<file path="config.mk">
export PLATFORM = sky130hd
export DESIGN_NAME = spi_mem_slave
export DESIGN_NICKNAME = d
export VERILOG_FILES = /design/src/rtl/spi_mem_pkg.sv /design/src/rtl/spi_sync.sv /design/src/rtl/spi_rx_byte.sv /design/src/rtl/spi_tx_byte.sv /design/src/rtl/spi_mem_slave.sv
export SDC_FILE = /design/constraint.sdc
export NUM_CORES = 1
export LEC_CHECK = 0
export BUFFER_PORTS_ARGS = -buffer_cell sky130_fd_sc_hd__buf_2
export CELL_PAD_IN_SITES_DETAIL_PLACEMENT = 1
export CELL_PAD_IN_SITES_GLOBAL_PLACEMENT = 2
export CORE_MARGIN = 3
export CORE_UTILIZATION = 38
export DETAILED_ROUTE_END_ITERATION = 8
export MAX_ROUTING_LAYER = met4
export PLACE_DENSITY_LB_ADDON = 0.3
export SETUP_SLACK_MARGIN = 0.5
export SYNTH_ARGS = -nofsm -noshare
export SYNTH_HDL_FRONTEND = slang
export SYNTH_SLANG_ARGS = --single-unit
</file>
<file path="constraint.sdc">
create_clock -name clk -period 2.2 [get_ports clk]
set_input_delay 0.22 -clock clk [delete_from_list [all_inputs] [get_ports clk]]
set_output_delay 0.22 -clock clk [all_outputs]
set_load 0.02 [all_outputs]
</file>
<file path="src/rtl/spi_mem_pkg.sv">
package spi_mem_pkg;
   typedef enum logic [2:0] {
      PH_IDLE, PH_CMD, PH_ADDR, PH_WDATA, PH_RDATA, PH_SKIP
   } phase_e;

   localparam logic [7:0] CMD_READ  = 8'h03;
   localparam logic [7:0] CMD_WRITE = 8'h02;
   localparam logic [7:0] CMD_WEN   = 8'h06;
   localparam logic [7:0] CMD_WDIS  = 8'h04;
endpackage

</file>
<file path="src/rtl/spi_sync.sv">
module spi_sync #(
   parameter int          W       = 3,
   parameter int          STAGES  = 2,
   parameter logic [W-1:0] RST_VAL = '0
) (
   input  logic         clk,
   input  logic         rst_n,
   input  logic [W-1:0] d,
   output logic [W-1:0] q
);
   if (STAGES < 2) begin : g_bad_stages
      $error("spi_sync needs at least two stages");
   end

   logic [W-1:0] st [STAGES];

   for (genvar s = 0; s < STAGES; s++) begin : g_stage
      always_ff @(posedge clk or negedge rst_n) begin
         if (!rst_n)     st[s] <= RST_VAL;
         else if (s == 0) st[s] <= d;
         else            st[s] <= st[(s == 0) ? 0 : s-1];
      end
   end

   assign q = st[STAGES-1];
endmodule

</file>
<file path="src/rtl/spi_rx_byte.sv">
module spi_rx_byte #(
   parameter int W = 8
) (
   input  logic         clk,
   input  logic         rst_n,
   input  logic         clear,
   input  logic         sample,
   input  logic         din,
   output logic         done,
   output logic [W-1:0] data
);
   localparam int CW = $clog2(W);

   if (W < 2) begin : g_bad_width
      $error("spi_rx_byte width too small");
   end

   logic [CW-1:0] cnt;
   logic [W-2:0]  sh;

   assign done = sample && (cnt == CW'(W-1));
   assign data = {sh, din};

   always_ff @(posedge clk or negedge rst_n) begin
      if (!rst_n) begin
         cnt <= '0;
         sh  <= '0;
      end else if (clear) begin
         cnt <= '0;
      end else if (sample) begin
         sh  <= data[W-2:0];
         cnt <= done ? '0 : cnt + 1'b1;
      end
   end


   restart_chk: assert property (@(posedge clk) disable iff (!rst_n)
      clear |=> cnt == '0);
endmodule

</file>
<file path="src/rtl/spi_tx_byte.sv">
module spi_tx_byte #(
   parameter int W = 8
) (
   input  logic         clk,
   input  logic         rst_n,
   input  logic         load,
   input  logic [W-1:0] load_data,
   input  logic         shift,
   output logic         bit_out,
   output logic         last
);
   localparam int CW = $clog2(W);

   logic [CW-1:0] cnt;
   logic [W-1:0]  sh;

   assign last = shift && (cnt == CW'(W-1));

   always_ff @(posedge clk or negedge rst_n) begin
      if (!rst_n) begin
         cnt     <= '0;
         sh      <= '0;
         bit_out <= 1'b0;
      end else if (load) begin
         sh  <= load_data;
         cnt <= '0;
      end else if (shift) begin
         bit_out <= sh[W-1];
         sh      <= {sh[W-2:0], 1'b0};
         cnt     <= last ? '0 : cnt + 1'b1;
      end
   end
endmodule

</file>
<file path="src/rtl/spi_mem_slave.sv">
module spi_mem_slave
   import spi_mem_pkg::*;
#(
   parameter int ADDR_W     = 20,
   parameter int ADDR_BYTES = 3,
   parameter int DATA_W     = 8,
   parameter int SYNC_STAGES = 2
) (
   input  logic              clk,
   input  logic              rst_n,
   input  logic              spi_cs_n,
   input  logic              spi_sck,
   input  logic              spi_mosi,
   output logic              spi_miso,
   output logic              spi_miso_oe,
   output logic [ADDR_W-1:0] mem_addr,
   output logic [DATA_W-1:0] mem_wdata,
   output logic              mem_we,
   output logic              mem_re,
   input  logic [DATA_W-1:0] mem_rdata,
   input  logic              wr_allow
);
   localparam int ACC_W = ADDR_W - DATA_W;
   localparam int ACW   = (ADDR_BYTES > 1) ? $clog2(ADDR_BYTES) : 1;

   if (DATA_W != 8) begin : g_bad_data
      $error("command decoding needs 8-bit bytes");
   end
   if (ADDR_W <= DATA_W || ADDR_W > ADDR_BYTES * DATA_W) begin : g_bad_addr
      $error("address width does not fit the address bytes");
   end

   logic cs_s, sck_s, mosi_s, cs_q, sck_q;
   logic cs_rise, cs_fall, sck_rise, sck_fall;

   spi_sync #(.W(3), .STAGES(SYNC_STAGES), .RST_VAL(3'b100)) u_sync (
      .clk(clk), .rst_n(rst_n),
      .d({spi_cs_n, spi_sck, spi_mosi}),
      .q({cs_s, sck_s, mosi_s})
   );

   always_ff @(posedge clk or negedge rst_n) begin
      if (!rst_n) begin
         cs_q  <= 1'b1;
         sck_q <= 1'b0;
      end else begin
         cs_q  <= cs_s;
         sck_q <= sck_s;
      end
   end

   assign cs_rise  =  cs_s & ~cs_q;
   assign cs_fall  = ~cs_s &  cs_q;
   assign sck_rise =  sck_s & ~sck_q & ~cs_s;
   assign sck_fall = ~sck_s &  sck_q & ~cs_s;

   phase_e            phase;
   logic              rx_done;
   logic [DATA_W-1:0] rx_data;
   logic              tx_last, tx_bit;
   logic              wel, is_rd, wr_frame;
   logic              we_q, re_q, ld_q, step_q;
   logic [ACW-1:0]    addr_cnt;
   logic [ACC_W-1:0]  addr_acc;
   logic [ADDR_W-1:0] addr;
   logic [DATA_W-1:0] wdata;

   spi_rx_byte #(.W(DATA_W)) u_rx (
      .clk(clk), .rst_n(rst_n), .clear(cs_fall),
      .sample(sck_rise && phase != PH_IDLE), .din(mosi_s),
      .done(rx_done), .data(rx_data)
   );

   spi_tx_byte #(.W(DATA_W)) u_tx (
      .clk(clk), .rst_n(rst_n), .load(ld_q), .load_data(mem_rdata),
      .shift(sck_fall && phase == PH_RDATA),
      .bit_out(tx_bit), .last(tx_last)
   );

   always_ff @(posedge clk or negedge rst_n) begin
      if (!rst_n) begin
         phase    <= PH_IDLE;
         wel      <= 1'b0;
         is_rd    <= 1'b0;
         wr_frame <= 1'b0;
         addr_cnt <= '0;
         addr_acc <= '0;
         addr     <= '0;
         wdata    <= '0;
         we_q     <= 1'b0;
         re_q     <= 1'b0;
         ld_q     <= 1'b0;
         step_q   <= 1'b0;
      end else begin
         we_q   <= 1'b0;
         re_q   <= 1'b0;
         step_q <= 1'b0;
         ld_q   <= re_q;
         if (step_q || ld_q) addr <= addr + 1'b1;
         if (cs_rise) begin
            phase    <= PH_IDLE;
            wr_frame <= 1'b0;
            if (wr_frame) wel <= 1'b0;
         end else if (cs_fall) begin
            phase    <= PH_CMD;
            addr_cnt <= '0;
         end else if (rx_done) begin
            case (phase)
               PH_CMD: begin
                  phase <= PH_SKIP;
                  if (rx_data == CMD_READ) begin
                     is_rd <= 1'b1;
                     phase <= PH_ADDR;
                  end else if (rx_data == CMD_WRITE && wel) begin
                     is_rd    <= 1'b0;
                     wr_frame <= 1'b1;
                     phase    <= PH_ADDR;
                  end else if (rx_data == CMD_WEN) begin
                     wel <= 1'b1;
                  end else if (rx_data == CMD_WDIS) begin
                     wel <= 1'b0;
                  end
               end
               PH_ADDR: begin
                  addr_acc <= ACC_W'({addr_acc, rx_data});
                  addr_cnt <= addr_cnt + 1'b1;
                  if (addr_cnt == ACW'(ADDR_BYTES-1)) begin
                     addr  <= ADDR_W'({addr_acc, rx_data});
                     phase <= is_rd ? PH_RDATA : PH_WDATA;
                     re_q  <= is_rd;
                  end
               end
               PH_WDATA: begin
                  we_q   <= wr_allow;
                  step_q <= 1'b1;
                  wdata  <= rx_data;
               end
               default: ;
            endcase
         end else if (phase == PH_RDATA && tx_last) begin
            re_q <= 1'b1;
         end
      end
   end

   assign spi_miso    = tx_bit;
   assign spi_miso_oe = (phase == PH_RDATA);
   assign mem_addr    = addr;
   assign mem_wdata   = wdata;
   assign mem_we      = we_q;
   assign mem_re      = re_q;


   oe_release_chk: assert property (@(posedge clk) disable iff (!rst_n)
      cs_rise |=> !spi_miso_oe);

   one_port_op_chk: assert property (@(posedge clk) disable iff (!rst_n)
      !(mem_we && mem_re));

   latch_gate_chk: assert property (@(posedge clk) disable iff (!rst_n)
      mem_we |-> wel);

   permit_chk: assert property (@(posedge clk) disable iff (!rst_n)
      mem_we |-> $past(wr_allow));

   addr_step_chk: assert property (@(posedge clk) disable iff (!rst_n)
      mem_we |=> mem_addr == $past(mem_addr) + 1'b1);
endmodule

</file>
* Yosys cells after proc, flatten, opt, wreduce, memory -nomap -nowiden
Cells that the tools add are included.
W data, S select, Z words.
** Storage, ports and cells
- Register bits :: 82
- Output and inout port bits :: 32
- Word-level logic and storage cells :: 138
** Cells by class
- Add/subtract/negate cells :: 4
- Equality and inequality tests :: 16
- Muxes and demuxes :: 56
- Bitwise logic cells :: 13
- Reductions and logical operators :: 28
** Operator list (number)
- $mux W20 :: 6
- $mux W3 :: 13
- $mux W1 :: 31
- $add A20 B1 Y20 const B :: 1
- $eq A8 B2 Y1 const B :: 2
- $eq A8 B3 Y1 const B :: 2
- $mux W8 :: 2
- $reduce_bool A2 Y1 :: 8
- $reduce_and A5 Y1 :: 2
- $eq A3 B3 Y1 const B :: 3
- $reduce_bool A3 Y1 :: 3
- $reduce_and A4 Y1 :: 2
- $not A1 Y1 :: 7
- $reduce_and A7 Y1 :: 1
- $add A3 B1 Y3 const B :: 2
- $and A1 B1 Y1 :: 6
- $eq A3 B2 Y1 const B :: 2
- $logic_and A1 B1 Y1 :: 6
- $mux W2 :: 3
- $ne A2 B2 Y1 const B :: 3
- $pmux W3 S2 :: 1
- $reduce_and A3 Y1 :: 2
- $ne A4 B4 Y1 const B :: 1
- $reduce_and A2 Y1 :: 2
- other kinds (6) :: 6

* Depth between registers and ports, before layout
- Depth in word-level cells :: 10
- Depth in mapped cells :: 9
- Mapped depth without buffers :: 7

* By module
Synthesis repeated with hierarchy kept, for this count alone.
** Unflattened totals
- Cells, all modules :: 349
- Area, all modules :: 3886.2 um^2
** Modules (own cells, without submodules)
- spi_mem_slave :: instances 1, cells each 258, area each 2678.8 um^2
- spi_tx_byte :: instances 1, cells each 51, area each 563.0 um^2
- spi_rx_byte :: instances 1, cells each 31, area each 469.2 um^2
- spi_sync :: instances 1, cells each 9, area each 175.2 um^2

* Least setup slack after synthesis
Ideal clock, no wire load.
- Path type :: register to register
- From :: register u_sync.st, in the netlist u_sync.q[2]
- To :: register is_rd
- Setup time :: 0.120 ns
- Arrival :: 1.755 ns
- Required time :: 2.080 ns
- Slack :: 0.325 ns
- Cell stages (with the launch flop) :: 7
- Path buffers :: 1
- Clock period less this slack :: 1.875 ns
- Cell sequence :: dfstp_2 > inv_1 > ha_1 > clkbuf_1 > nor4_2 > a31oi_1 > a31o_2
** On the way
- Word-level cells in the longest chain between the ends :: 5
- Elaborated cells on any way between the ends :: 9
** Ends and longest elaborated chain
- start, declared :: line spi_sync.sv:15 : logic [W-1:0] st [STAGES];
- start signal, assigned by index :: line spi_sync.sv:21 : else st[s] <= st[(s == 0) ? 0 : s-1];
- $not A1 Y1 :: line spi_mem_slave.sv:53, spi_mem_slave.sv:54
- $and A1 B1 Y1 :: line spi_mem_slave.sv:54 : assign sck_rise = sck_s & ~sck_q & ~cs_s;
- $logic_and A1 B1 Y1 :: line spi_mem_slave.sv:70 : .sample(sck_rise && phase != PH_IDLE), .din(mosi_s),
- $logic_and A1 B1 Y1 :: line spi_rx_byte.sv:21 : assign done = sample && (cnt == CW'(W-1));
- $reduce_and A5 Y1 (no line) (*)
- end signal, assigned :: line spi_mem_slave.sv:84 : is_rd <= 1'b0;
- end signal, assigned :: line spi_mem_slave.sv:112 : is_rd <= 1'b1;
- end signal, assigned :: line spi_mem_slave.sv:115 : is_rd <= 1'b0;
- end, declared :: line spi_mem_slave.sv:61 : logic wel, is_rd, wr_frame;
Every way passes the cells marked *; elsewhere a longest branch is shown, timed or not.
A chain may end at the register's enable or synchronous reset.

* Worst setup path in the final report
- From :: register u_rx.cnt[1]
- To :: register addr[18] (netlist: mem_addr[18])
** On the way
- Word-level cells in the longest chain between the ends :: 5
** Ends and longest elaborated chain
- start, declared :: line spi_rx_byte.sv:18 : logic [CW-1:0] cnt;
- start signal, assigned :: line spi_rx_byte.sv:32 : cnt <= done ? '0 : cnt + 1'b1;
- $eq A3 B3 Y1 :: line spi_rx_byte.sv:21
- $logic_and A1 B1 Y1 :: line spi_rx_byte.sv:21
- $mux W20 :: line spi_mem_slave.sv:107 : end else if (rx_done) begin
- $mux W20 :: line spi_mem_slave.sv:104 : end else if (cs_fall) begin
- $mux W20 :: line spi_mem_slave.sv:100 : if (cs_rise) begin
- end signal, assigned :: line spi_mem_slave.sv:99 : if (step_q || ld_q) addr <= addr + 1'b1;
- end signal, assigned :: line spi_mem_slave.sv:128 : addr <= ADDR_W'({addr_acc, rx_data});
- end, declared :: line spi_mem_slave.sv:65 : logic [ADDR_W-1:0] addr;
Every way passes these cells.

==> summary.md <==
| Metric | Value |
|---|---|
| Status | complete, no violations |
| Pin slew with the least headroom to its limit | 586 ps |
| CTS tree | done |
| Die width | about 110 um |
| Register area share after synthesis | 0.543 |
| FP Rows | 35 |
| Max Clk Rate | 537 MHz |
| Fin crit period | 1860 ps |
| Clk pwr share | 0.341 |
| Synth top area cells | dfrtp_1, mux2_2, nor2_1 |
| Internal Dissipation | 2.54 mW |
| Register share of total power | 0.516 |
| Ys async rst share | 1.00 |
| Sw Share | 0.289 |
| Area Overhead vs Synth | 33.6% |
| DR vias | ~2800 |
| Clock latency on the worst-skew pair | 350 ps |
| Startpoint types | flip-flop |
| Synth Flop Type | dfrtp_1 |
| Number of global-route vias before repair | 2908 |
| Clk_skew | about 16 ps |
| Cell accounting for the most synthesized area | dfrtp_1 |
| Comb power frac | 0.143 |
| Ports | 46 |
| Post-synth EDFFs | 0 |
| Iteration-0 DRC Markers | ~60 |
| Worst Path Buf+Inv | 2 |
| Ratio of cells with drive above 1 in the final layout | 0.425 |
| CTS buffer count | 9 |
| Most common cell on crit path | ha_4 |
| Worst VDD drop | 479 uV |
| Clk sinks | 82 |
| Fin nets | 436 |
| Yosys reg bits | 82 |
| DRT Pass-1 Iters | 4 |
| Post-DP HPWL | 5900 um |
| PortBufs | 45 |
| Syn Area/Cell | 11.2 sq um |
| Setup Viol. Count Final | 0 |
| Worst-case clock buffer depth | 2 |
| Placed Cells | 507 |
| Worst-path cell chain | ha_4, ha_4, nand4bb_1, buf_6, nor2_4, nand3_4, clkbuf_16, nor2_2, a21oi_2 |
| Post-synth net total | 359 |
| Req. time, crit path | 2450 ps |
| Pwr Density | 707 nW/um^2 |
| First-pass GRT wire length | 14800 um |
| Tcrit/Tclk final | 0.847 |
| Die area | around 11000 sq um |
| Synth warnings | 0 |
| Yosys cell types | 54 |
| Setup TNS | 0 ps |
| DR vias/cell | 5.15 |
| Die Ht | 106 um |
| Routed len/inst | 17.2 um |
| Critical-path maximum fanout | 5 |
| Worst-path clk slew | 90 ps |
| Worst hold margin | between 70 and 80 ps |
| Maxcap violations | 0 |
| Worst slew margin | 0.609 |
| Root Driver | clkbuf_8 |
| Mapped cell area | roughly 3800 sq um |
| Post-Syn Instances | 337 |
| Routed wire length | 9410 um |
| GPL Wtd Cong | 0.797 |
| Core Region | 9460 sq um |
| NetSw | about 1.0 mW |
| CP delay by family, top | simple AND/OR/NAND/NOR gates |
| Crit end category | flip-flop |
| Initial antenna violation count | 0 |
| RSZ-0062 raised after global routing | yes |
| Max Slew Vio Count | 0 |
| DRC | 0 |
| Crit path largest cell delay | 410 ps |
| H-tree depth | 3 |
| Overflow after GRT | 0 |
| Fin. Hold Viols | 0 |
| Fin cells | 548 |
| Worst path arrival time | 2110 ps |
| Critical path's slowest cell | dfrtp_1 |
| Finished Core Util | 0.535 |
| Pleak | about 2.4 nW |
| Top cell type's share of synthesized area | 0.522 |
| Initial Util | 0.400 |
| Post-DRT Antenna Nets | 0 |
| N_diodes | 0 |
| Largest net degree at the start of global routing | 46 |
| Critical path class | flip-flop to flip-flop |
| GRT Util Overall | 0.170 |
| Min-Delay Path Class | primary input to flip-flop |
| FILL cells | 1012 |
[final timing paths]
path                                               from                endpoint  slack, ps  cells after the start
worst min-delay path                       mem_rdata[3]  u_tx.sh[3]$_DFFE_PN0P_         70                      3
worst min register to register   u_sync.st[4]$_DFF_PN0_   u_sync.q[1]$_DFF_PN0_        350                      0
min in group asynchronous                         rst_n  u_tx.sh[2]$_DFFE_PN0P_        410                      2
worst max register to register  u_rx.cnt[1]$_DFFE_PN0P_  mem_addr[18]$_DFF_PN0_        340                      9
worst max-delay path            u_rx.cnt[1]$_DFFE_PN0P_  mem_addr[18]$_DFF_PN0_        340                      9
max in group asynchronous                         rst_n  u_rx.sh[4]$_DFFE_PN0P_       1150                      3
[layout make-up]
type | count | area [sq um] | share of cell area
Sequential cell | 82 | 2060 | 0.408
Multi-Input combinational cell | 233 | 1980 | 0.391
Timing Repair Buffer | 78 | 602 | 0.119
Tap cell | 129 | 161 | 0.0319
Clock buffer | 11 | 131 | 0.0260
Clock inverter | 5 | 87.6 | 0.0173
Inverter | 10 | 37.5 | 0.00742
[flip-flops by register name, indices dropped and copies added (netlist names), 2 cells and up]
| name | cells |
|---|---|
| mem_addr | 20 |
| u_sync.q | 3 |
| addr_acc | 12 |
| phase | 3 |
| addr_cnt | 2 |
| u_rx.cnt | 3 |
| u_sync.st | 3 |
| mem_wdata | 8 |
| u_tx.cnt | 3 |
| u_rx.sh | 7 |
| u_tx.sh | 8 |
[layout by cell type, fill, tap and decap left out, types with 5 or more instances in the layout]
cell type / netlist / layout
a21oi_1: 27 / 22
a21oi_2: 0 / 5
buf_2: 2 / 44
buf_4: 0 / 20
clkbuf_8: 0 / 9
dfrtp_1: 79 / 73
dfrtp_2: 0 / 6
inv_1: 10 / 10
mux2_2: 18 / 10
mux2_4: 8 / 16
mux2i_1: 10 / 10
nand2_1: 24 / 22
nand3_1: 8 / 7
nor2_1: 37 / 20
nor2_2: 1 / 6
nor2_4: 1 / 13
o21ai_0: 13 / 12
xnor2_1: 11 / 11
xor2_1: 8 / 8
[through the flow]
stage	cell area (sq um)	setup WS (ps)	power (mW)
after global placement	4240	297	2.24
after global routing	5060	265	3.78
final	5060	337	3.58
after CTS	4700	392	3.55
after floorplan	3840	474	2.06
after detailed placement	4240	239	2.26
[logic make-up after synthesis]
| group | synth area share |
|---|---|
| simple gates | 0.166 |
| flops | 0.543 |
| compound gates | 0.0819 |
| mux | 0.115 |
| buf+inv | 0.0244 |
| xor+xnor | 0.0439 |
| fa+ha+maj | 0.0264 |
[synth_stat cells, drive strengths merged, types with 9 or more instances]
master   n
nor2    39
mux2    27
nand3    9
nor3    10
a21oi   27
xnor2   11
inv     10
o21ai   14
mux2i   10
dfrtp   79
nand2   25
[worst register-to-register path, stage by stage, from the launching register on]
cell	delay (ps)
dfrtp_1	410
ha_4	160
ha_4	140
nand4bb_1	120
buf_6	160
nor2_4	180
nand3_4	200
clkbuf_16	240
nor2_2	110
a21oi_2	40
[power groups by stage]
stage / clock network, mW / registers [mW] / logic, mW
after floorplan: 0 / 1.79 / 0.274
after global placement: 0 / 1.84 / 0.401
after detailed placement: 0 / 1.84 / 0.411
after CTS: 1.25 / 1.83 / 0.464
after global routing: 1.33 / 1.88 / 0.576
final: 1.22 / 1.85 / 0.511
[routing by layer]
| metal | vias up | share of wire | GRT usage |
|---|---|---|---|
| met5 | - | 0 | - |
| met4 | 0 | 0.020 | 0.0712 |
| met3 | 19 | 0.028 | 0.0288 |
| met2 | 51 | 0.51 | 0.262 |
| met1 | 1414 | 0.44 | 0.222 |
| li1 | 1336 | - | - |
[what timing repair did]
action,in CTS,in global routing
resized for setup,24,57
cloned,1,3
buffers inserted,7,10
pin swaps,8,12
endpoints found under the setup margin,56,56
hold endpoints to repair,44,0
hold buffers,4,0
Power figures use the tool's default switching activity.
